`src/rtl/intr_combiner_pkg.sv`:
```
package intr_combiner_pkg;
    localparam int unsigned ADDR_W   = 4;
    localparam logic [ADDR_W-1:0] OFS_EN_SET = 4'h0;
    localparam logic [ADDR_W-1:0] OFS_EN_CLR = 4'h4;
    localparam logic [ADDR_W-1:0] OFS_STATUS = 4'hC;
endpackage

```
`src/rtl/cmb_enable_bank.sv`:
```
module cmb_enable_bank #(
    parameter int unsigned WORD_W = 32
) (
    input  logic              clk,
    input  logic              rst_n,
    input  logic              set_stb,
    input  logic              clr_stb,
    input  logic [WORD_W-1:0] wdata,
    output logic [WORD_W-1:0] enable
);
    always_ff @(posedge clk or negedge rst_n) begin
        if (!rst_n) begin
            enable <= '0;
        end else if (set_stb) begin
            enable <= enable | wdata;
        end else if (clr_stb) begin
            enable <= enable & ~wdata;
        end
    end

    // every bit written as one is set afterwards
    a_r2_set_bits: assert property (@(posedge clk) disable iff (!rst_n)
        set_stb |=> ((enable & $past(wdata)) == $past(wdata)));
    // bits written as zero keep their value
    a_r2_set_keeps: assert property (@(posedge clk) disable iff (!rst_n)
        set_stb |=> ((enable & ~$past(wdata)) == ($past(enable) & ~$past(wdata))));
    // every bit written as one is clear afterwards
    a_r3_clr_bits: assert property (@(posedge clk) disable iff (!rst_n)
        (clr_stb && !set_stb) |=> ((enable & $past(wdata)) == '0));
endmodule

```
`src/rtl/cmb_group.sv`:
```
module cmb_group #(
    parameter int unsigned LINES = 8,
    localparam int unsigned IDX_W = (LINES > 1) ? $clog2(LINES) : 1
) (
    input  logic             clk,
    input  logic             rst_n,
    input  logic [LINES-1:0] bits,
    output logic             out_irq,
    output logic [IDX_W-1:0] out_idx,
    output logic             out_vld
);
    always_comb begin
        out_idx = '0;
        out_vld = 1'b0;
        for (int i = LINES - 1; i >= 0; i--) begin
            if (bits[i]) begin
                out_idx = IDX_W'(i);
                out_vld = 1'b1;
            end
        end
    end

    assign out_irq = |bits;

    // request and encoder valid agree
    a_r6_req_matches: assert property (@(posedge clk) disable iff (!rst_n)
        out_irq == out_vld);
    // reported index is pending and nothing lower is
    a_r7_idx_pending: assert property (@(posedge clk) disable iff (!rst_n)
        out_vld |-> bits[out_idx]);
    a_r7_idx_lowest: assert property (@(posedge clk) disable iff (!rst_n)
        out_vld |-> ((bits & ((LINES'(1) << out_idx) - LINES'(1))) == '0));
    // invalid means nothing pending and index zero
    a_r8_idle: assert property (@(posedge clk) disable iff (!rst_n)
        !out_vld |-> (bits == '0 && out_idx == '0));
endmodule

```
`src/rtl/intr_combiner_top.sv`:
```
module intr_combiner_top
    import intr_combiner_pkg::*;
#(
    parameter int unsigned GROUPS = 4,
    parameter int unsigned LINES  = 8,
    localparam int unsigned WORD_W = GROUPS * LINES,
    localparam int unsigned IDX_W  = (LINES > 1) ? $clog2(LINES) : 1
) (
    input  logic                    clk,
    input  logic                    rst_n,
    input  logic [WORD_W-1:0]       irq_in,
    input  logic                    bus_wr,
    input  logic [ADDR_W-1:0]       bus_addr,
    input  logic [WORD_W-1:0]       bus_wdata,
    output logic [WORD_W-1:0]       bus_rdata,
    output logic [GROUPS-1:0]       grp_irq,
    output logic [GROUPS*IDX_W-1:0] grp_idx,
    output logic [GROUPS-1:0]       grp_vld
);
    logic [WORD_W-1:0] enable;
    logic [WORD_W-1:0] line_q;
    logic [WORD_W-1:0] status;
    logic              set_stb;
    logic              clr_stb;

    assign set_stb = bus_wr && (bus_addr == OFS_EN_SET);
    assign clr_stb = bus_wr && (bus_addr == OFS_EN_CLR);

    always_ff @(posedge clk or negedge rst_n) begin
        if (!rst_n) line_q <= '0;
        else        line_q <= irq_in;
    end

    cmb_enable_bank #(.WORD_W(WORD_W)) u_enable (
        .clk     (clk),
        .rst_n   (rst_n),
        .set_stb (set_stb),
        .clr_stb (clr_stb),
        .wdata   (bus_wdata),
        .enable  (enable)
    );

    assign status = line_q & enable;

    always_comb begin
        unique case (bus_addr)
            OFS_EN_SET, OFS_EN_CLR: bus_rdata = enable;
            OFS_STATUS:             bus_rdata = status;
            default:                bus_rdata = '0;
        endcase
    end

    for (genvar g = 0; g < GROUPS; g++) begin : g_grp
        cmb_group #(.LINES(LINES)) u_grp (
            .clk     (clk),
            .rst_n   (rst_n),
            .bits    (status[g*LINES +: LINES]),
            .out_irq (grp_irq[g]),
            .out_idx (grp_idx[g*IDX_W +: IDX_W]),
            .out_vld (grp_vld[g])
        );
    end

    // writes to unused or status offsets do not touch enables
    a_r9_ignored_write: assert property (@(posedge clk) disable iff (!rst_n)
        (bus_wr && !set_stb && !clr_stb) |=> $stable(enable));
    // a line that fell is no longer pending after one edge
    a_r10_drop: assert property (@(posedge clk) disable iff (!rst_n)
        (irq_in == '0) |=> (status == '0));
endmodule

```
`config.mk`:
```
export PLATFORM = sky130hd
export DESIGN_NAME = intr_combiner_top
export DESIGN_NICKNAME = d
export VERILOG_FILES = /design/src/rtl/intr_combiner_pkg.sv /design/src/rtl/cmb_enable_bank.sv /design/src/rtl/cmb_group.sv /design/src/rtl/intr_combiner_top.sv
export SDC_FILE = /design/constraint.sdc
export NUM_CORES = 1
export LEC_CHECK = 0
export ABC_AREA = 1
export BUFFER_PORTS_ARGS = -buffer_cell sky130_fd_sc_hd__buf_2
export CORE_UTILIZATION = 38
export CTS_CLUSTER_SIZE = 8
export DETAILED_ROUTE_END_ITERATION = 6
export GPL_TIMING_DRIVEN = 0
export PLACE_DENSITY = 0.66
export SLEW_MARGIN = 20
export SYNTH_ARGS = -nofsm -noshare
export SYNTH_HDL_FRONTEND = slang
export SYNTH_SLANG_ARGS = --single-unit
```
`constraint.sdc`:
```
create_clock -name clk -period 1.1 [get_ports clk]
set_input_delay 0.22 -clock clk [delete_from_list [all_inputs] [get_ports clk]]
set_output_delay 0.22 -clock clk [all_outputs]
set_load 0.01 [all_outputs]
```
==> summary.txt <==
CTS root buf: clkbuf_8
fraction of final layout cells sized beyond drive strength 1: 65.11%
GRT overflow: 0
Chip Width: 89.59 µm
Worst Path Arrival: 1460 ps
core area: 7331 µm²
MaxCap Viol Count: 0
Net Count, Synth: 428
HPWL Detailed: 5490 µm
slew margin rel.: 71.90%
pwr/cell area: 1428 nW/µm²
CP top delay family: flip-flops
worst min path class: input pin to flop
failing checks: setup timing
RSZ-0062 raised after global routing: yes
Die ar.: 8026 µm²
P_leak: 0.002868 µW
gpl congestion: 0.7939
Clock Latency Late Sink: 340 ps
synth top area cells: dfrtp_1 55%, nand2_1 14%, o21ai_0 11%, inv_1 5.2%, o21ai_1 5.2%
Crit-path slowest cell: dfrtp_1
CTS tree: done
pin count of the biggest net entering global routing: 34
PortBufs: 122
hold_ws: 133.1 ps
Final Hold Viols: 0
DRT iter0 DRCs: 97
vias per inst: 4.861
final net count: 645
crit start category: flop
DRC viols: 0
clock tree sinks: 64
min Tclk post-route: 1676 ps
final worst path period share: 152.4%
Initial Util: 39.77%
Worst Path Max Fanout: 3
number of distinct library cells after synthesis: 16
Yosys reg bits: 64
first-pass GRT wire length: 14680 µm
P&R area growth vs syn: 89.44%
Slew Limit Fails: 0
CP peak stage delay: 410 ps
# rows: 31
Synth Warn #: 0
sequential area share after synthesis: 54.94%
Ant. Diodes: 0
placed cell count: 579
FMAX: 596.6 MHz
Worst Path Required: 880 ps
Mapped Area: 2915 µm²
Crit Path Category: flop to output pin
Finished Layout Cells: 678
DR vias: 3296
clk slew on worst S/H paths: 80 ps
Worst Slack Setup Final: -576.0 ps
Setup Skew: 0 ps
maximum vdd drop: 0.001146 V
antenna violations before repair: 0
WL final: 10030 µm
CP Buf/Inv Count: 1
largest area contributor in the netlist: dfrtp_1
Worst Tran Pin Value: 421.5 ps
number of global-route vias before repair: 3274
Tot GR Track Use: 24.60%
CTS Buf Count: 9
Mapped Avg Cell Area: 8.166 µm²
Cells after Synth: 357
drt first pass iters: 4
Die H: 89.59 µm
routed len/inst: 14.79 µm
crit-path cells: nand2_2 > nand2_2 > nand2_1 > nand2_1 > nand2_1 > nand2_1 > a21oi_2 > buf_2
I/O Pins: 123
# setup viols final: 83
Yosys top cell area share: 54.94%
H-tree lvl count: 3
most used cell, CP: nand2_1
status: finished, violations left
post-route ant nets: 0
clk buf depth: 2
nature of the critical path endpoint: output pin
[per-stage QoR]
stage	setup TNS, ps	instance area [µm²]	utilization [%]	total power, µW	setup slack, ps
floorplan	-1665	2934	-	3852	-40.81
global placement	-58890	3669	50.04	4436	-530.0
detailed placement	-32340	3691	50.35	4491	-514.6
CTS	-18800	5169	70.51	7410	-505.7
global route	-22710	5523	75.34	8274	-650.5
finish	-18720	5523	75.34	7885	-576.0
[worst min-delay path, delay by kind of cell]
kind,cells,cell delay (ps)
buffers and inverters,2,160
AO/OA/AOI/OAI,1,60
[timing repair]
item	in CTS	in global routing
gates cloned	7	2
hold buffers	31	2
setup buffers	41	17
pin swaps	57	53
gates resized for setup	209	102
endpoints found under the setup margin	83	84
endpoints found under the hold margin	61	2
[kinds of logic (layout without fill, tap and decap cells)]
family,after synthesis,in the layout,share of synthesized area [%]
and+or+nand+nor,129,129,17.51
AOI/OAI and AO/OA,104,104,18.03
DFF,64,64,54.94
buffers and inverters,60,282,9.528
[final cells by class]
type	count	area, µm²
fillers	496	1808
inverters	40	150.1
clock inverters	5	55.05
plain buffers	12	162.7
flip-flops and latches	64	1602
repair buffers	214	1647
well taps	99	123.9
clock buffers	11	151.4
multi-input cells	233	1632
[cells in the final DEF, fill, tap and decap left out, types with 5 or more instances in the layout]
cell type,instances
clkbuf_8,13
dlygate4sd3_1,33
buf_2,112
dfrtp_1,64
o21ai_1,27
nand2_2,70
buf_6,40
inv_1,36
nand2_4,7
nor2_2,5
buf_4,25
nand2_1,32
buf_8,9
o21ai_2,64
[cell usage after synthesis]
cell type / count
dfrtp_1: 64
or2_4: 1
buf_4: 8
clkbuf_1: 9
nor3_1: 4
nand2_1: 108
buf_6: 3
nor2_1: 13
nand3_1: 1
nor3_4: 1
a21oi_1: 4
o21ai_1: 30
nand2_2: 1
inv_1: 40
a31oi_1: 4
o21ai_0: 66
[layer usage]
metal	global-route usage (%)	share of wire [%]	vias up
met1	29.05	41	1579
met4	8.514	2.7	0
met2	44.49	53	106
met5	0	0	-
met3	4.936	4.1	28
li1	-	-	1583
[final timing paths]
check / start / to / slack, ps / cells after the start
min in group asynchronous: rst_n / line_q[19]$_DFF_PN0_ / 360 / 2
hold / removal: bus_wdata[19] / flop / 130 / 3
setup / recovery: flop / grp_idx[9] / -580 / 8
setup reg to reg: flop / flop / 220 / 4
max in group asynchronous: rst_n / asynchronous set/reset pin / 220 / 3
hold reg to reg: flop / flop / 540 / 2
[report_power, final]
| group | internal (µW) | total (µW) | switching, µW |
|---|---|---|---|
| combinational | 1450 | 2870 | 1430 |
| clock | 1160 | 2110 | 947 |
| sequential | 2650 | 2900 | 248 |
Power figures use the tool's default switching activity.
